==> src/rtl/simt_stack_pkg.sv <==
// Shared types for the warp reconvergence stack.
package simt_stack_pkg;
    // Outcome of a resolved branch with respect to the active lanes.
    typedef enum logic [1:0] {
        BR_NONE    = 2'd0,
        BR_UNIFORM = 2'd1,
        BR_DIVERGE = 2'd2
    } br_kind_e;
endpackage

==> src/rtl/simt_branch_classify.sv <==
// Classifies a resolved branch against the active lanes of the top entry.
// It produces the per-path lane masks, the PC taken by a uniform branch,
// which paths need an entry, and whether the top entry can be replaced.
// Assumes act_mask is never zero.
module simt_branch_classify
    import simt_stack_pkg::*;
#(
    parameter int LANES = 4,
    parameter int PC_W  = 32
) (
    input  logic             valid,
    input  logic [LANES-1:0] act_mask,
    input  logic [LANES-1:0] taken_mask,
    input  logic [PC_W-1:0]  target,
    input  logic [PC_W-1:0]  fallthru,
    input  logic [PC_W-1:0]  reconv,
    input  logic [PC_W-1:0]  top_rpc,
    input  logic             top_is_base,
    output br_kind_e         kind,
    output logic [PC_W-1:0]  uni_pc,
    output logic [LANES-1:0] tk_mask,
    output logic [LANES-1:0] nt_mask,
    output logic             push_tk,
    output logic             push_nt,
    output logic             merge
);
    // Split the active lanes and pick the branch outcome.
    always_comb begin
        tk_mask = taken_mask & act_mask;
        nt_mask = act_mask & ~taken_mask;
        uni_pc  = fallthru;
        kind    = BR_NONE;
        if (valid) begin
            if (tk_mask == '0) begin
                kind   = BR_UNIFORM;
                uni_pc = fallthru;
            end else if (tk_mask == act_mask) begin
                kind   = BR_UNIFORM;
                uni_pc = target;
            end else begin
                kind = BR_DIVERGE;
            end
        end
    end

    // A path starting at the reconvergence point needs no entry of its own.
    assign push_tk = (target != reconv);
    assign push_nt = (fallthru != reconv);

    // A top entry that would resume straight at its own reconvergence PC is redundant.
    assign merge = !top_is_base && (reconv == top_rpc);
endmodule

==> src/rtl/simt_stack_slot.sv <==
// One stack entry: next PC, reconvergence PC and lane mask.
// ld_all writes the whole entry and ld_pc only the PC; ld_all has priority.
// Slot zero resets to the base entry, the others to zero.
module simt_stack_slot #(
    parameter int              LANES    = 4,
    parameter int              PC_W     = 32,
    parameter logic [PC_W-1:0] RST_PC   = '0,
    parameter bit              RST_FULL = 1'b0
) (
    input  logic             clk,
    input  logic             rst_n,
    input  logic             ld_all,
    input  logic             ld_pc,
    input  logic [PC_W-1:0]  d_pc,
    input  logic [PC_W-1:0]  d_rpc,
    input  logic [LANES-1:0] d_mask,
    output logic [PC_W-1:0]  q_pc,
    output logic [PC_W-1:0]  q_rpc,
    output logic [LANES-1:0] q_mask
);
    // Entry storage with synchronous reset.
    always_ff @(posedge clk) begin
        if (!rst_n) begin
            q_pc   <= RST_FULL ? RST_PC : '0;
            q_rpc  <= '0;
            q_mask <= RST_FULL ? '1 : '0;
        end else if (ld_all) begin
            q_pc   <= d_pc;
            q_rpc  <= d_rpc;
            q_mask <= d_mask;
        end else if (ld_pc) begin
            q_pc <= d_pc;
        end
    end
endmodule

==> src/rtl/simt_reconv_stack.sv <==
// Reconvergence stack for one warp. The top entry drives fetch_pc and
// active_mask.
// - A divergent branch parks the top at the reconvergence PC. It pushes the
//   taken path, then the not-taken path, so the not-taken path runs first.
// - A PC write that reaches the top entry's reconvergence PC pops the entry.
// - A branch has priority over an advance in the same cycle.
// Assumes DEPTH >= 3 and that the caller keeps events low during reset.
module simt_reconv_stack
    import simt_stack_pkg::*;
#(
    parameter int              LANES    = 4,
    parameter int              PC_W     = 32,
    parameter int              DEPTH    = 8,
    parameter logic [PC_W-1:0] RESET_PC = '0
) (
    input  logic             clk,
    input  logic             rst_n,
    input  logic             br_valid,
    input  logic [LANES-1:0] br_taken,
    input  logic [PC_W-1:0]  br_target,
    input  logic [PC_W-1:0]  br_fallthru,
    input  logic [PC_W-1:0]  br_reconv,
    input  logic             adv_valid,
    input  logic [PC_W-1:0]  adv_pc,
    output logic [PC_W-1:0]  fetch_pc,
    output logic [LANES-1:0] active_mask,
    output logic             overflow
);
    localparam int SP_W  = (DEPTH > 1) ? $clog2(DEPTH) : 1;
    localparam int IDX_W = SP_W + 2;

    logic [SP_W-1:0]  sp_q, sp_d;
    logic             ovf_q, ovf_d;

    logic [PC_W-1:0]  slot_pc   [DEPTH];
    logic [PC_W-1:0]  slot_rpc  [DEPTH];
    logic [LANES-1:0] slot_mask [DEPTH];
    logic             ld_all    [DEPTH];
    logic             ld_pc     [DEPTH];
    logic [PC_W-1:0]  d_pc      [DEPTH];
    logic [PC_W-1:0]  d_rpc     [DEPTH];
    logic [LANES-1:0] d_mask    [DEPTH];

    logic [PC_W-1:0]  top_pc, top_rpc;
    logic [LANES-1:0] top_mask;

    br_kind_e         kind;
    logic [PC_W-1:0]  uni_pc;
    logic [LANES-1:0] tk_mask, nt_mask;
    logic             push_tk, push_nt, merge;

    logic [IDX_W-1:0] base_idx, nt_idx, new_top;
    logic             wr_pc_en;
    logic [PC_W-1:0]  wr_pc;

    // Entry registers; slot zero is the base of the warp.
    for (genvar g = 0; g < DEPTH; g++) begin : g_slot
        simt_stack_slot #(
            .LANES   (LANES),
            .PC_W    (PC_W),
            .RST_PC  (RESET_PC),
            .RST_FULL(g == 0)
        ) u_slot (
            .clk   (clk),
            .rst_n (rst_n),
            .ld_all(ld_all[g]),
            .ld_pc (ld_pc[g]),
            .d_pc  (d_pc[g]),
            .d_rpc (d_rpc[g]),
            .d_mask(d_mask[g]),
            .q_pc  (slot_pc[g]),
            .q_rpc (slot_rpc[g]),
            .q_mask(slot_mask[g])
        );
    end

    // Read the top entry.
    always_comb begin
        top_pc   = slot_pc[0];
        top_rpc  = slot_rpc[0];
        top_mask = slot_mask[0];
        for (int i = 1; i < DEPTH; i++) begin
            if (sp_q == SP_W'(i)) begin
                top_pc   = slot_pc[i];
                top_rpc  = slot_rpc[i];
                top_mask = slot_mask[i];
            end
        end
    end

    simt_branch_classify #(.LANES(LANES), .PC_W(PC_W)) u_classify (
        .valid      (br_valid),
        .act_mask   (top_mask),
        .taken_mask (br_taken),
        .target     (br_target),
        .fallthru   (br_fallthru),
        .reconv     (br_reconv),
        .top_rpc    (top_rpc),
        .top_is_base(sp_q == '0),
        .kind       (kind),
        .uni_pc     (uni_pc),
        .tk_mask    (tk_mask),
        .nt_mask    (nt_mask),
        .push_tk    (push_tk),
        .push_nt    (push_nt),
        .merge      (merge)
    );

    // Slot indices for the entries pushed by a divergent branch.
    always_comb begin
        base_idx = merge ? IDX_W'(sp_q) : IDX_W'(sp_q) + IDX_W'(1);
        nt_idx   = base_idx + IDX_W'(push_tk);
        new_top  = base_idx + IDX_W'(push_tk) + IDX_W'(push_nt) - IDX_W'(1);
    end

    // Decide the PC write, pushes, pops and next stack pointer.
    always_comb begin
        sp_d     = sp_q;
        ovf_d    = ovf_q;
        wr_pc_en = 1'b0;
        wr_pc    = adv_pc;
        for (int i = 0; i < DEPTH; i++) begin
            ld_all[i] = 1'b0;
            ld_pc[i]  = 1'b0;
            d_pc[i]   = br_reconv;
            d_rpc[i]  = br_reconv;
            d_mask[i] = nt_mask;
        end

        case (kind)
            BR_UNIFORM: begin
                wr_pc_en = 1'b1;
                wr_pc    = uni_pc;
            end
            BR_DIVERGE: begin
                if (new_top > IDX_W'(DEPTH - 1)) begin
                    ovf_d = 1'b1;
                end else begin
                    sp_d = SP_W'(new_top);
                    for (int i = 0; i < DEPTH; i++) begin
                        if (!merge && sp_q == SP_W'(i)) begin
                            ld_pc[i] = 1'b1;
                            d_pc[i]  = br_reconv;
                        end
                        if (push_tk && base_idx == IDX_W'(i)) begin
                            ld_all[i] = 1'b1;
                            d_pc[i]   = br_target;
                            d_mask[i] = tk_mask;
                        end
                        if (push_nt && nt_idx == IDX_W'(i)) begin
                            ld_all[i] = 1'b1;
                            d_pc[i]   = br_fallthru;
                            d_mask[i] = nt_mask;
                        end
                    end
                end
            end
            default: begin
                wr_pc_en = adv_valid;
                wr_pc    = adv_pc;
            end
        endcase

        if (wr_pc_en) begin
            if (sp_q != '0 && wr_pc == top_rpc) begin
                sp_d = sp_q - SP_W'(1);
            end else begin
                for (int i = 0; i < DEPTH; i++) begin
                    if (sp_q == SP_W'(i)) begin
                        ld_pc[i] = 1'b1;
                        d_pc[i]  = wr_pc;
                    end
                end
            end
        end
    end

    // Stack pointer and sticky overflow flag.
    always_ff @(posedge clk) begin
        if (!rst_n) begin
            sp_q  <= '0;
            ovf_q <= 1'b0;
        end else begin
            sp_q  <= sp_d;
            ovf_q <= ovf_d;
        end
    end

    assign fetch_pc    = top_pc;
    assign active_mask = top_mask;
    assign overflow    = ovf_q;
endmodule

==> config.mk <==
export PLATFORM = sky130hd
export DESIGN_NAME = simt_reconv_stack
export DESIGN_NICKNAME = d
export VERILOG_FILES = /design/src/rtl/simt_stack_pkg.sv /design/src/rtl/simt_branch_classify.sv /design/src/rtl/simt_stack_slot.sv /design/src/rtl/simt_reconv_stack.sv
export SDC_FILE = /design/constraint.sdc
export NUM_CORES = 2
export LEC_CHECK = 0
export BUFFER_PORTS_ARGS = -buffer_cell sky130_fd_sc_hd__buf_4
export CORE_ASPECT_RATIO = 1.2
export CORE_MARGIN = 2
export CORE_UTILIZATION = 50
export CTS_CLUSTER_DIAMETER = 30
export DETAILED_ROUTE_END_ITERATION = 10
export HOLD_SLACK_MARGIN = 0.12
export PLACE_DENSITY = 0.64
export SYNTH_ARGS = -nofsm -noshare
export SYNTH_HDL_FRONTEND = slang
export SYNTH_HIERARCHICAL = 1
export SYNTH_SLANG_ARGS = --single-unit
==> constraint.sdc <==
create_clock -name clk -period 8.4 [get_ports clk]
set_input_delay 1.68 -clock clk [delete_from_list [all_inputs] [get_ports clk]]
set_output_delay 1.68 -clock clk [all_outputs]
set_load 0.01 [all_outputs]
Word level (Yosys, flattened, before mapping) --
Index checks and enable logic that the tools add are counted. W data, S select, Z words.
Word-level totals: output and inout bits 37, word-level logic and storage cells 239, bits in registers 548
Operators by class: equal/unequal tests 28, bitwise logic cells 3, reduce and logical (&&, ||, !) cells 42, add/subtract/negate cells 5, magnitude comparators 1, muxes and demuxes 134
Operators with widths (number):
- $mux W32 | 60
- $mux W256 | 4
- $mux W4 | 24
- $eq A32 B32 Y1 | 2
- $ne A32 B32 Y1 | 2
- $mux W8 | 6
- $mux W1 | 32
- $logic_and A1 B1 Y1 | 26
- $eq A5 B3 Y1 const B | 4
- $eq A4 B3 Y1 const B | 4
- $reduce_bool A2 Y1 | 8
- $eq A3 B3 Y1 const B | 4
- $mux W3 | 4
- $eq A5 B2 Y1 const B | 2
- $logic_not A5 Y1 | 2
- $and A4 B4 Y4 | 2
- $eq A4 B2 Y1 const B | 2
- $eq A3 B2 Y1 const B | 2
- $mux W2 | 3
- $add A4 B1 Y5 | 1
- $add A5 B1 Y5 | 1
- $eq A5 B1 Y1 const B | 1
- $gt A5 B3 Y1 const B | 1
- $sub A5 B1 Y5 const B | 1
- 14 further kinds | 15

Logic depth before layout (Yosys ltp) --
depth after elaboration 22, gate-level depth with buffers 41, gate-level depth less buffers 28

Modules after synthesis --
The synthesis kept the hierarchy.
Modules (own cells, without submodules):
- simt_stack_slot (g_slot[1].u_slot ...) | cells each 263, times used 7, area each 2646.3 um^2, sequential area each 1361.3 um^2
- simt_reconv_stack | cells each 2350, times used 1, area each 15962.8 um^2, sequential area each 80.1 um^2
- simt_stack_slot (g_slot[0].u_slot) | cells each 263, times used 1, area each 2636.3 um^2, sequential area each 1361.3 um^2
- simt_branch_classify | cells each 183, times used 1, area each 1672.9 um^2, sequential area each 0.0 um^2

Worst setup path after synthesis --
Ideal clock, no wire load.
kind flip-flop to flip-flop, from reg sp_q[2], to reg g_slot[6].u_slot.q_pc[10], setup time 0.069 ns, clock period less this slack 7.465 ns, slack 0.935 ns, arrival 7.396 ns, cell stages (with the launch flop) 38, buffers on the path 13, path through dfxtp_1 -> buf_6 -> inv_1 -> buf_2 -> buf_1 -> ha_1 -> buf_4 -> buf_4 -> buf_2 -> buf_1 -> buf_1 -> a21oi_1 -> a211oi_1 -> a21oi_1 -> nor2_1 -> a21oi_1 -> o21ai_0 -> nor2b_1 -> [... 2 more ...] -> and2_1 -> inv_1 -> ha_1 -> buf_6 -> buf_6 -> mux2i_1 -> inv_1 -> and3_1 -> a2111o_1 -> nor4_2 -> and4_2 -> buf_8 -> a21bo_2 -> a21oi_1 -> clkbuf_1 -> or2_4 -> buf_6 -> o21ai_1
RTL lines:
- start: declaration | line simt_reconv_stack.sv:32 | logic [SP_W-1:0] sp_q, sp_d;
- start signal: assignment | line simt_reconv_stack.sv:184 | sp_q <= sp_d;
- end signal: assignment | line simt_stack_slot.sv:24 | q_pc <= RST_FULL ? RST_PC : '0;
- end signal: assignment | line simt_stack_slot.sv:28 | q_pc <= d_pc;
- end signal: assignment | line simt_stack_slot.sv:32 | q_pc <= d_pc;
- end: declaration | line simt_stack_slot.sv:17 | output logic [PC_W-1:0] q_pc,

Worst setup path in the final report --
from reg sp_q[0], to reg g_slot[6].u_slot.q_pc[28]
On the way: word-level cells in the longest chain between the ends 22
RTL lines:
- $eq A3 B1 Y1 | line simt_reconv_stack.sv:83 | if (sp_q == SP_W'(i)) begin
- $mux W32 (6 in series) | line simt_reconv_stack.sv:83
- $mux W32 (*) | line simt_reconv_stack.sv:83
- via top_rpc[27] | line simt_reconv_stack.sv:44 | logic [PC_W-1:0] top_pc, top_rpc;
- $eq A32 B32 Y1 (*) | line simt_branch_classify.sv:51 | assign merge = !top_is_base && (reconv == top_rpc);
- $logic_and A1 B1 Y1 (*) | line simt_branch_classify.sv:51
- via merge | line simt_reconv_stack.sv:50 | logic push_tk, push_nt, merge;
- $mux W4 | line simt_reconv_stack.sv:111 | base_idx = merge ? IDX_W'(sp_q) : IDX_W'(sp_q) + IDX_W'(1);
- [... 3 more ...]
- $gt A5 B3 Y1 or $mux W32 (tied branches) | line simt_reconv_stack.sv:136, simt_reconv_stack.sv:150
- $mux W256 | line simt_reconv_stack.sv:136 | if (new_top > IDX_W'(DEPTH - 1)) begin
- $mux W256 | line simt_reconv_stack.sv:130 | case (kind)
- $mux W32 | line simt_reconv_stack.sv:169 | if (sp_q == SP_W'(i)) begin
- $mux W256 | line simt_reconv_stack.sv:165 | if (sp_q != '0 && wr_pc == top_rpc) begin
- $mux W256 | line simt_reconv_stack.sv:164 | if (wr_pc_en) begin
- $mux W32 | line simt_stack_slot.sv:31 | end else if (ld_pc) begin
- $mux W32 | line simt_stack_slot.sv:27 | end else if (ld_all) begin
Mark *: on every way through the listed nets, which the timed path passes. The rest lies on a longest branch. The select of a mux whose other input is x is not followed. A chain may end at the register's enable or synchronous reset.

==> impl_metrics.json <==
{
  "status": "completed",
  "drt-met1-wl_mm": 65.1,
  "arrival_ns": 8.75,
  "netlist_area_mm2": 0.0388,
  "final_layout_size_suffix_gt1_share_pct": 16.3,
  "met3_length_mm": 22.8,
  "setup_viol": 0,
  "synth_seq_area_share_pct": 28.3,
  "drc": 0,
  "synth_edf_count": 0,
  "netlist.area_leader.share_pct": 28.3,
  "drv_cap": 0,
  "coreArea_mm2": 0.0767,
  "holdPathStages": 2,
  "start_util_pct": 50.6,
  "critPathKind": "reg2reg",
  "synth.net_count": 4786,
  "period_minus_slack_ns": 8.09,
  "clkTransAtPathRegs_ns": 0.04,
  "num_rows": 111,
  "min_from": "g_slot[0].u_slot/q_pc[14]$_SDFFE_PN0P_",
  "max_stage_delay_ns": 1.09,
  "r2r_start": "sp_q[0]$_SDFF_PN0_",
  "ctsLongestPathBuffers": 3,
  "ys_ff_latch": 548,
  "numCtsBuffers": 138,
  "dp_hpwl_mm": 116,
  "vias": 40000,
  "postPlaceCellArea_mm2": 0.0402,
  "max_slew_margin_pct": 11.1,
  "yosys-top-cells-count": "mux2i_1 (586), dfxtp_1 (548), nand2_1 (372)",
  "slew_violations": 0,
  "die_area_mm2": 0.0798,
  "p_comb_share_pct": 39.4,
  "wl_per_cell_um": 31.5,
  "ctsHtreeMaxLevel": 4,
  "syn_area_per_cell_um2": 8.37,
  "slowest_stage": "a21oi_2",
  "rrSetupSlack_ns": 0.31,
  "grt_pass1_wl_mm": 255,
  "fin_nets": 4712,
  "switching_share_pct": 39.2,
  "postRouteAntennaNets": 0,
  "place_congestion": 1.05,
  "grt_max_degree": 240,
  "syn_to_final_growth_pct": 16.3,
  "yosysTopAreaCell": "dfxtp_1",
  "cts_tree": "done",
  "ys.flop_type": "dfxtp_1",
  "routed.top_layer": "met5",
  "peakVddDrop_v": 0.000207,
  "postSynthCellCount": 4637,
  "fp.dieH_um": 309,
  "power_density_mw_per_mm2": 315,
  "hold_path_class": "reg2reg",
  "power_mw": 14.2,
  "n_fill_cell": 7053,
  "async_reset_ff_share_pct": 0,
  "fin_area_mm2": 0.0451,
  "p_switching_mw": 5.57,
  "p_leak_nw": 15.1,
  "antenna_found_initial": 11,
  "drt-total-wl_mm": 180,
  "power_frac_clock_pct": 38.1,
  "worstHoldEndpoint": "g_slot[0].u_slot/q_pc[14]$_SDFFE_PN0P_",
  "drt_iter0_drc": 6307,
  "crit_fanout": 28,
  "root_buffer": "clkbuf_16",
  "synth.area.top_cells": "dfxtp_1 (28%), mux2i_1 (15%), o22a_1 (5.8%), nor2b_1 (5.5%), o211ai_1 (5.1%)",
  "synth_cell_types": 101,
  "yosys_warnings": 6,
  "crit_path_start_kind": "register",
  "pwr-share-seq_pct": 22.5,
  "critPathRequiredTime_ns": 9.06,
  "wl_met2_mm": 74.6,
  "worstRegToRegCells": 25,
  "tightest_slew_ns": 1.33,
  "r2r_end": "g_slot[6].u_slot/q_pc[28]$_SDFFE_PN0P_",
  "p_int_mw": 8.66,
  "hold_viol": 0,
  "drt_pre_antenna_iters": 7,
  "crit_top_cell": "ha_1",
  "overflow": 0,
  "min_period_over_period_pct": 96.3,
  "cts.sinks": 548,
  "grt_pass1_vias": 37600,
  "insertion_delay_ns": 0.75,
  "die_w_um": 258,
  "port_buffers": 172,
  "ioPinCount": 173,
  "crit_path_end_kind": "register",
  "avgViaCountPerCell": 7.02,
  "yosysMostFrequentCell": "mux2i_1",
  "clock_skew_ns": 0.0369,
  "fmax_mhz": 124,
  "gr-usage-all-layers_pct": 43.2
}
power groups by stage:
stage / clock (mW) / combinational (mW) / sequential (mW)
after floorplan: 0 / 3.44 / 3.17
after global placement: 0 / 5.30 / 3.23
after detailed placement: 0 / 5.32 / 3.24
after CTS: 5.43 / 5.35 / 3.20
after global routing: 5.57 / 5.81 / 3.24
final: 5.41 / 5.61 / 3.21
worst max path at each step:
stage / start / endpoint / slack [ns] / cells past startpoint
finish: sp_q[0]$_SDFF_PN0_ / g_slot[6].u_slot/q_pc[28]$_SDFFE_PN0P_ / 0.31 / 25
floorplan: sp_q[2]$_SDFF_PN0_ / g_slot[6].u_slot/q_pc[10]$_SDFFE_PN0P_ / 0.93 / 37
global placement: sp_q[0]$_SDFF_PN0_ / g_slot[6].u_slot/q_pc[29]$_SDFFE_PN0P_ / 0.17 / 27
CTS: sp_q[0]$_SDFF_PN0_ / g_slot[6].u_slot/q_pc[31]$_SDFFE_PN0P_ / 0.31 / 25
global route: sp_q[0]$_SDFF_PN0_ / g_slot[0].u_slot/q_pc[31]$_SDFFE_PN0P_ / -0.0001 / 26
detailed placement: sp_q[0]$_SDFF_PN0_ / g_slot[6].u_slot/q_pc[31]$_SDFFE_PN0P_ / 0.33 / 25
critical path, delay by kind of cell, from the launching register on:
family,cells,cell delay [ns]
compound gates,6,2.33
simple gates,8,2.18
fa+ha+maj,4,1.30
buf+inv,3,0.90
flops,1,0.57
xor+xnor,3,0.51
mux,1,0.18
timing repair:
item,in CTS,in global routing
endpoints found under the setup margin,0,307
hold buffers,0,0
setup buffers,0,19
resized for setup,0,5
layout make-up:
cell class / count / area [um2] / area share, %
clock buffers: 176 / 3770 / 8.35
repair buffers: 377 / 3250 / 7.20
flip-flops and latches: 548 / 11000 / 24.3
multi-input cells: 3459 / 24800 / 54.9
inverters: 39 / 146 / 0.324
clock inverters: 71 / 946 / 2.10
diodes: 6 / 15.0 / 0.0333
well taps: 1017 / 1270 / 2.82
routing by layer:
| layer | GRT usage (%) | vias up |
|---|---|---|
| met5 | 0 | - |
| met4 | 35.7 | 8 |
| met3 | 13.9 | 989 |
| met2 | 63.6 | 3093 |
| met1 | 51.4 | 18900 |
| li1 | - | 17000 |
sequential cells by signal, summed over array words and instances (netlist names):
name                  flops
g_slot.u_slot/q_pc      256
g_slot.u_slot/q_rpc     256
g_slot.u_slot/q_mask     32
sp_q                      3
overflow                  1
cell families (layout without fill, tap and decap cells):
family,Yosys count,in the layout,synth area share (%)
AO/OA/AOI/OAI,1588,1590,28.2
XOR/XNOR,108,108,2.44
adder cells (fa/ha/maj),13,13,0.419
buffers and inverters,632,663,8.59
flip-flops,548,548,28.3
multiplexers,655,655,17.4
other,0,6,0
AND/OR/NAND/NOR,1093,1093,14.7
through the flow:
stage          utilization [%]  setup WS (ns)  std cells  hold slack, ns  setup TNS, ns
6_report                  58.9          0.308       5693           0.443              0
5_1_grt                   58.9      -0.000147       5691           0.455      -0.000147
4_1_cts                   58.6          0.309       5666           0.446              0
3_5_place_dp              52.5          0.332       5419           0.439              0
3_3_place_gp              52.5          0.172       5418           0.435              0
2_1_floorplan                -          0.935       4637           0.428              0
layout by cell type (no fill, tap or decap), types with 10 or more instances in the layout:
| cell type | synthesis | routed |
|---|---|---|
| clkbuf_1 | 272 | 22 |
| inv_6 | 0 | 10 |
| buf_12 | 1 | 33 |
| buf_4 | 41 | 341 |
| o21ai_1 | 245 | 245 |
| a2bb2oi_1 | 11 | 11 |
| o211ai_1 | 266 | 266 |
| nand3_1 | 38 | 38 |
| a21oi_1 | 185 | 170 |
| nand2b_1 | 22 | 20 |
| nor2b_1 | 341 | 339 |
| a21oi_4 | 8 | 23 |
| nand3b_1 | 12 | 12 |
| clkbuf_8 | 0 | 15 |
| a211oi_1 | 76 | 76 |
| xnor2_1 | 78 | 78 |
| mux2i_1 | 586 | 586 |
| xor2_1 | 30 | 30 |
| o22a_1 | 259 | 259 |
| mux2_2 | 38 | 38 |
| clkinv_2 | 0 | 19 |
| o22ai_1 | 245 | 245 |
| nand4_1 | 30 | 30 |
| bufinv_16 | 0 | 15 |
| dfxtp_1 | 548 | 547 |
| clkbuf_16 | 0 | 139 |
| clkinvlp_4 | 0 | 12 |
| inv_1 | 37 | 37 |
| mux2_4 | 30 | 30 |
| o221ai_1 | 46 | 46 |
| nor3_1 | 10 | 10 |
| nor4_1 | 14 | 14 |
| o21ai_0 | 129 | 129 |
| nand2_1 | 372 | 370 |
| nor2_1 | 155 | 155 |
(Power assumes the default switching activity.)
